### src/rtl/fsc_pkg.sv
package fsc_pkg;

    typedef enum logic [1:0] {
        RD_ARRAY  = 2'd0,
        RD_STATUS = 2'd1,
        RD_SIG    = 2'd2,
        RD_QUERY  = 2'd3
    } rd_mode_e;

    typedef enum logic [3:0] {
        K_NONE,
        K_RD_ARRAY,
        K_RD_STAT,
        K_RD_SIG,
        K_RD_QUERY,
        K_PROG,
        K_ERASE,
        K_PROT,
        K_SUSP,
        K_RES
    } cmd_kind_e;

    localparam int NUM_CH = 2;
    localparam int CH_PROG = 0;
    localparam int CH_ERASE = 1;

endpackage

### src/rtl/fsc_decode.sv
module fsc_decode
    import fsc_pkg::*;
#(
    parameter logic [7:0] OP_SUSP     = 8'hB0,
    parameter logic [7:0] OP_RES      = 8'hD0,
    parameter logic [7:0] OP_RD_ARRAY = 8'hFF,
    parameter logic [7:0] OP_RD_STAT  = 8'h70,
    parameter logic [7:0] OP_RD_SIG   = 8'h90,
    parameter logic [7:0] OP_RD_QUERY = 8'h98,
    parameter logic [7:0] OP_PROG     = 8'h40,
    parameter logic [7:0] OP_BUFPROG  = 8'hE8,
    parameter logic [7:0] OP_ERASE    = 8'h20,
    parameter logic [7:0] OP_PROT     = 8'h60
) (
    input  logic [7:0] opcode,
    output cmd_kind_e  kind
);
    always_comb begin
        kind = K_NONE;
        if      (opcode == OP_SUSP)     kind = K_SUSP;
        else if (opcode == OP_RES)      kind = K_RES;
        else if (opcode == OP_RD_ARRAY) kind = K_RD_ARRAY;
        else if (opcode == OP_RD_STAT)  kind = K_RD_STAT;
        else if (opcode == OP_RD_SIG)   kind = K_RD_SIG;
        else if (opcode == OP_RD_QUERY) kind = K_RD_QUERY;
        else if (opcode == OP_PROG)     kind = K_PROG;
        else if (opcode == OP_BUFPROG)  kind = K_PROG;
        else if (opcode == OP_ERASE)    kind = K_ERASE;
        else if (opcode == OP_PROT)     kind = K_PROT;
    end
endmodule

### src/rtl/fsc_gate.sv
module fsc_gate
    import fsc_pkg::*;
(
    input  cmd_kind_e kind,
    input  logic      fg_busy,
    input  logic      pend,
    input  logic      pg_susp,
    input  logic      er_susp,
    input  logic      need_rd,
    output logic      legal
);
    logic is_read;

    always_comb begin
        is_read = (kind == K_RD_ARRAY) || (kind == K_RD_STAT) ||
                  (kind == K_RD_SIG)   || (kind == K_RD_QUERY);
        if (fg_busy || pend) begin
            legal = (kind == K_SUSP) && fg_busy && !pend;
        end else if (pg_susp) begin
            legal = is_read || (kind == K_RES);
        end else if (er_susp) begin
            legal = is_read || (kind == K_PROG) || (kind == K_PROT) ||
                    ((kind == K_RES) && !need_rd);
        end else begin
            legal = is_read || (kind == K_PROG) || (kind == K_ERASE) ||
                    (kind == K_PROT);
        end
    end
endmodule

### src/rtl/fsc_engine.sv
module fsc_engine #(
    parameter int LEN = 20
) (
    input  logic clk,
    input  logic rst_n,
    input  logic start,
    input  logic pause,
    output logic busy,
    output logic done
);
    localparam int CW = $clog2(LEN + 1);
    localparam logic [CW-1:0] LEN_C = CW'(LEN);

    logic [CW-1:0] rem_d, rem_q;
    logic          done_d, done_q;

    always_comb begin
        rem_d  = rem_q;
        done_d = 1'b0;
        if (start) begin
            rem_d = LEN_C;
        end else if (rem_q != '0 && !pause) begin
            rem_d  = rem_q - 1'b1;
            done_d = (rem_q == CW'(1));
        end
    end

    always_ff @(posedge clk or negedge rst_n) begin
        if (!rst_n) begin
            rem_q  <= '0;
            done_q <= 1'b0;
        end else begin
            rem_q  <= rem_d;
            done_q <= done_d;
        end
    end

    assign busy = (rem_q != '0);
    assign done = done_q;


    pause_hold_chk: assert property (@(posedge clk) disable iff (!rst_n)
        (pause && !start) |=> (rem_q == $past(rem_q)));
endmodule

### src/rtl/flash_susp_ctrl.sv
module flash_susp_ctrl
    import fsc_pkg::*;
#(
    parameter int         PROG_CYCLES  = 20,
    parameter int         ERASE_CYCLES = 40,
    parameter int         SUSP_LAT     = 4,
    parameter logic [7:0] OP_SUSP      = 8'hB0,
    parameter logic [7:0] OP_RES       = 8'hD0
) (
    input  logic       clk,
    input  logic       rst_n,
    input  logic       wr_en,
    input  logic [7:0] wr_cmd,
    output logic [7:0] status,
    output logic [1:0] rd_mode,
    output logic       cmd_ok,
    output logic [1:0] eng_start,
    output logic [1:0] eng_pause,
    output logic [1:0] eng_done
);
    localparam int LW = (SUSP_LAT > 1) ? $clog2(SUSP_LAT) : 1;
    localparam logic [LW-1:0] LAT_LOAD = LW'(SUSP_LAT - 1);

    typedef struct packed {
        logic          pend;
        logic [LW-1:0] lat;
        logic          pg_susp;
        logic          er_susp;
        logic          need_rd;
        logic          ok;
        rd_mode_e      mode;
    } ctl_t;

    ctl_t       d, q;
    cmd_kind_e  kind;
    logic       legal;
    logic [1:0] ch_busy;
    logic [1:0] start;
    logic       pg_run, er_run, fg_any;

    fsc_decode #(.OP_SUSP(OP_SUSP), .OP_RES(OP_RES)) u_dec (
        .opcode(wr_cmd),
        .kind  (kind)
    );

    assign pg_run = ch_busy[CH_PROG]  && !q.pg_susp;
    assign er_run = ch_busy[CH_ERASE] && !q.er_susp;
    assign fg_any = pg_run || er_run;

    fsc_gate u_gate (
        .kind   (kind),
        .fg_busy(fg_any),
        .pend   (q.pend),
        .pg_susp(q.pg_susp),
        .er_susp(q.er_susp),
        .need_rd(q.need_rd),
        .legal  (legal)
    );

    assign eng_pause = {q.er_susp, q.pg_susp};

    for (genvar c = 0; c < NUM_CH; c++) begin : g_ch
        fsc_engine #(.LEN((c == CH_PROG) ? PROG_CYCLES : ERASE_CYCLES)) u_eng (
            .clk  (clk),
            .rst_n(rst_n),
            .start(start[c]),
            .pause(eng_pause[c]),
            .busy (ch_busy[c]),
            .done (eng_done[c])
        );
    end

    always_comb begin
        d     = q;
        d.ok  = 1'b0;
        start = '0;
        if (q.pend) begin
            if (!fg_any) begin
                d.pend = 1'b0;
            end else if (q.lat == '0) begin
                d.pend = 1'b0;
                if (pg_run) d.pg_susp = 1'b1;
                else        d.er_susp = 1'b1;
            end else begin
                d.lat = q.lat - 1'b1;
            end
        end
        if (wr_en && legal) begin
            d.ok = 1'b1;
            case (kind)
                K_RD_ARRAY: begin
                    d.mode    = RD_ARRAY;
                    d.need_rd = 1'b0;
                end
                K_RD_STAT:  d.mode = RD_STATUS;
                K_RD_SIG:   d.mode = RD_SIG;
                K_RD_QUERY: d.mode = RD_QUERY;
                K_PROG: begin
                    start[CH_PROG] = 1'b1;
                    d.mode = RD_STATUS;
                    if (q.er_susp) d.need_rd = 1'b1;
                end
                K_ERASE: begin
                    start[CH_ERASE] = 1'b1;
                    d.mode = RD_STATUS;
                end
                K_PROT: d.mode = RD_STATUS;
                K_SUSP: begin
                    d.pend = 1'b1;
                    d.lat  = LAT_LOAD;
                    d.mode = RD_STATUS;
                end
                K_RES: begin
                    if (q.pg_susp) d.pg_susp = 1'b0;
                    else           d.er_susp = 1'b0;
                    d.mode = RD_STATUS;
                end
                default: d.ok = 1'b0;
            endcase
        end
    end

    always_ff @(posedge clk or negedge rst_n) begin
        if (!rst_n) begin
            q <= '{pend: 1'b0, lat: '0, pg_susp: 1'b0, er_susp: 1'b0,
                   need_rd: 1'b0, ok: 1'b0, mode: RD_ARRAY};
        end else begin
            q <= d;
        end
    end

    always_comb begin
        status    = '0;
        status[7] = !(fg_any || q.pend);
        status[6] = q.er_susp;
        status[2] = q.pg_susp;
    end

    assign rd_mode   = q.mode;
    assign cmd_ok    = q.ok;
    assign eng_start = start;


    pend_reject_chk: assert property (@(posedge clk) disable iff (!rst_n)
        (wr_en && q.pend) |=> !cmd_ok);


    idle_susp_ignore_chk: assert property (@(posedge clk) disable iff (!rst_n)
        (wr_en && kind == K_SUSP && !fg_any) |=> !cmd_ok);


    resume_order_chk: assert property (@(posedge clk) disable iff (!rst_n)
        (wr_en && kind == K_RES && q.need_rd && !q.pg_susp) |=> !cmd_ok);


    reject_stable_chk: assert property (@(posedge clk) disable iff (!rst_n)
        (wr_en && !legal) |=> (rd_mode == $past(rd_mode)));


    one_fg_chk: assert property (@(posedge clk) disable iff (!rst_n)
        $onehot0({pg_run, er_run}));


    susp_after_pend_chk: assert property (@(posedge clk) disable iff (!rst_n)
        $rose(status[2]) |-> $past(q.pend));
endmodule

### config.mk
export PLATFORM = sky130hd
export DESIGN_NAME = flash_susp_ctrl
export DESIGN_NICKNAME = d
export VERILOG_FILES = /design/src/rtl/fsc_pkg.sv /design/src/rtl/fsc_decode.sv /design/src/rtl/fsc_gate.sv /design/src/rtl/fsc_engine.sv /design/src/rtl/flash_susp_ctrl.sv
export SDC_FILE = /design/constraint.sdc
export NUM_CORES = 1
export LEC_CHECK = 0
export BUFFER_PORTS_ARGS = -buffer_cell sky130_fd_sc_hd__buf_4
export CORE_UTILIZATION = 50
export DETAILED_ROUTE_END_ITERATION = 7
export HOLD_SLACK_MARGIN = 0.12
export PLACE_DENSITY = 0.8
export SLEW_MARGIN = 20
export SYNTH_ARGS = -nofsm -noshare
export SYNTH_HDL_FRONTEND = slang
export SYNTH_HIERARCHICAL = 1
export SYNTH_SLANG_ARGS = --single-unit
### constraint.sdc
create_clock -name clk -period 3.5 [get_ports clk]
set_clock_uncertainty 0.15 [all_clocks]
set_input_delay 0.175 -clock clk [delete_from_list [all_inputs] [get_ports clk]]
set_output_delay 0.175 -clock clk [all_outputs]
set_load 0.03 [all_outputs]
==> impl_metrics.env <==
export IMPL_crit_required_ns=3.17
export IMPL_avgSynthCellArea_um2=8.99
export IMPL_fin_crit_sh_pct=93.2
export IMPL_drt_wirelength_per_cell_um=14.6
export IMPL_swShare_pct=33.1
export IMPL_power_frac_clock_pct=24.5
export IMPL_start_util_pct=54.2
export IMPL_first_pass_iters=6
export IMPL_core_area_um2=2850
export IMPL_power_switching_uw=262
export IMPL_ys_types=52
export IMPL_routed_via_density=6.10
export IMPL_irDropWorstVdd_mv=0.251
export IMPL_holdCritPathClass="primary input to asynchronous set/reset pin"
export IMPL_max_stage_delay_ns=0.43
export IMPL_p_per_area_nw_per_um2=436
export IMPL_slowest_stage="dfrtp_1"
export IMPL_io_pins=28
export IMPL_fill_cells=233
export IMPL_hold_slack_ns=0.119
export IMPL_cts_tree="done"
export IMPL_die_height_um=57.6
export IMPL_crit_family="simple AND/OR/NAND/NOR gates"
export IMPL_r2r_start="g_ch[0].u_eng/rem_q[0]"
export IMPL_slew_headroom_pct=33.7
export IMPL_cell_internal_pwr_uw=528
export IMPL_drive_gt1_share_pct=23.2
export IMPL_numCtsBuffers=3
export IMPL_grt_start_max_net_pins=23
export IMPL_synth_enable_flop_cells=0
export IMPL_syn_instance_count=172
export IMPL_fin_nets=211
export IMPL_syn_area_um2=1550
export IMPL_p_comb_share_pct=32.3
export IMPL_dieArea_um2=3320
export IMPL_cts_root_buf="clkbuf_4"
export IMPL_rows=19
export IMPL_ys_warn_count=6
export IMPL_clock_fmax_ghz=0.307
export IMPL_drtAntennaViolNets=0
export IMPL_num_vias=1372
export IMPL_drc_errors=1
export IMPL_gp_congestion=0.834
export IMPL_insertion_delay_ns=0.31
export IMPL_clkSinkCount=22
export IMPL_final_common_cell="buf_4"
export IMPL_path_clk_slew_ns=0.13
export IMPL_async_flop_share_pct=100
export IMPL_wirelength_mm=3.28
export IMPL_critPathKind="flop to output pin"
export IMPL_die_w_um=57.6
export IMPL_critPathMaxFanout=6
export IMPL_worst_path_buf_inv=3
export IMPL_leakage_nw=0.751
export IMPL_worstPathArrival_ns=2.94
export IMPL_grt_pass1_vias=1298
export IMPL_cts_max_path_buffers=2
export IMPL_r2r_end="eng_pause[0]"
export IMPL_setup_tns_ns=0
export IMPL_reg2reg_depth=11
export IMPL_ys_seq_area_share_pct=35.6
export IMPL_antenna_cells=0
export IMPL_period_minus_slack_ns=3.26
export IMPL_grt_overflow=0
export IMPL_sequentialPowerShare_pct=43.2
export IMPL_multi_input_area_um2=918
export IMPL_startpoint_type="flop"
export IMPL_slew_violations=0
export IMPL_drt_iter0_markers=67
export IMPL_maxCapViolations=0
export IMPL_dp_hpwl_mm=2.43
export IMPL_cp_cell_sequence="inv_1 > ha_1 > nor4b_4 > inv_1 > nand2b_1 > nand2_1 > nor4_1 > a32o_2 > nand3_2 > nor4b_4 > buf_4"
export IMPL_outcome="finished, violations left"
export IMPL_synthFlopType="dfrtp_1"
export IMPL_ys_ff_latch=22
export IMPL_tightest_slew_ns=0.990
export IMPL_io_buffers=22
export IMPL_seq_area_um2=551
export IMPL_crit_path_end_kind="output pin"
export IMPL_htreeDepth=1
export IMPL_finalHoldViolCount=0
export IMPL_reg2reg_slack_ns=0.35
export IMPL_track_usage_pct=22.3
export IMPL_final_cell_mix="27 x buf_4, 22 x dfrtp_1, 11 x a21oi_1, 11 x nor2_1, 9 x o21ai_0"
export IMPL_rsz0062_at_grt="no"
export IMPL_antenna_found_initial=0
export IMPL_finalSetupViolCount=0
export IMPL_grt_pass1_wl_mm=5.82
export IMPL_violations="DRC"
export IMPL_syn_to_final_growth_pct=17.2
-- state kept, by name (all words and copies together), names as in the netlist --
| register | cells |
|---|---|
| g_ch.u_eng/rem_q | 11 |
| cmd_ok | 1 |
| g_ch.u_eng/done | 2 |
| eng_pause | 2 |
| q | 4 |
| rd_mode | 2 |
-- worst max path at each step --
stage | endpoint | slack [ns] | from | depth (start not counted)
6_report | eng_start[0] | 0.24 | g_ch[0].u_eng/rem_q[0] | 11
5_1_grt | eng_start[0] | 0.02 | g_ch[0].u_eng/rem_q[0] | 11
4_1_cts | eng_start[0] | 0.06 | g_ch[0].u_eng/rem_q[0] | 11
3_5_place_dp | g_ch[1].u_eng/rem_q[0] | 0.16 | g_ch[0].u_eng/rem_q[0] | 13
3_3_place_gp | eng_pause[0] | 0.32 | wr_cmd[0] | 10
2_1_floorplan | g_ch[0].u_eng/done | 0.19 | wr_cmd[0] | 10
-- kinds of logic after synthesis --
group                      after synthesis  synth area share (%)
AOI/OAI and AO/OA                       41                  17.5
buffers and inverters                   23                  8.33
other                                    1                 0.242
adders and majority gates                5                  4.05
xor gates and xnor gates                 2                  1.13
and+or+nand+nor                         78                  33.2
DFF                                     22                  35.6
-- cells in the mapped netlist, drive strengths merged, types with 3 or more instances --
| cell | instances | share of area, % |
|---|---|---|
| o21ai | 9 | 2.9 |
| nand3b | 4 | 1.9 |
| or3 | 3 | 1.3 |
| nand2 | 6 | 1.5 |
| nand3 | 8 | 2.9 |
| clkbuf | 3 | 0.73 |
| a31oi | 4 | 1.6 |
| and3 | 4 | 1.7 |
| nor3 | 3 | 0.97 |
| inv | 8 | 1.9 |
| buf | 12 | 5.7 |
| nor4b | 6 | 3.8 |
| nor2 | 11 | 2.7 |
| a21oi | 11 | 3.6 |
| or4 | 5 | 2.9 |
| nor2b | 4 | 1.6 |
| nand2b | 8 | 3.2 |
| ha | 5 | 4.0 |
| o31ai | 3 | 1.5 |
| nor4 | 6 | 2.8 |
| dfrtp | 22 | 36 |
-- per-layer routing --
metal	global-route usage, %	wire length, um	vias to the layer above
li1	-	-	676
met1	29.8	1440	654
met2	39.4	1690	40
met3	1.34	116	2
met4	6.27	30	0
met5	0	0	-
-- through the flow --
stage                     instance area [um^2]  setup WS [ns]  power (mW)  utilization [%]  std cells
final                                     1810          0.237       0.790             63.6        225
after floorplan                           1570          0.193       0.523                -        176
after detailed placement                  1710          0.156       0.599             59.9        218
after global routing                      1810         0.0174       0.855             63.6        225
after CTS                                 1800         0.0625       0.797             62.9        224
after global placement                    1710          0.319       0.583             59.9        218
-- cell type report --
type	instances	area share (%)
multi-input combinational	131	50.7
clock inverter	1	1.66
clock buffer	3	1.24
sequential	22	30.4
inverter	8	1.66
tap	31	2.14
timing repair buffer	29	12.3
-- power groups by stage --
| stage | Combinational [mW] | Clock (mW) | Sequential, mW |
|---|---|---|---|
| after floorplan | 0.184 | 0 | 0.340 |
| after global placement | 0.239 | 0 | 0.344 |
| after detailed placement | 0.253 | 0 | 0.346 |
| final | 0.255 | 0.194 | 0.342 |
| after global routing | 0.289 | 0.212 | 0.354 |
| after CTS | 0.258 | 0.199 | 0.340 |
-- timing repair --
action,4_1_cts,5_1_grt
buffers inserted,0,1
endpoints found under the hold margin,25,0
resized for setup,2,2
endpoints found under the setup margin,2,2
hold buffers,2,0
Note: power is estimated with default switching activity, not from simulation.
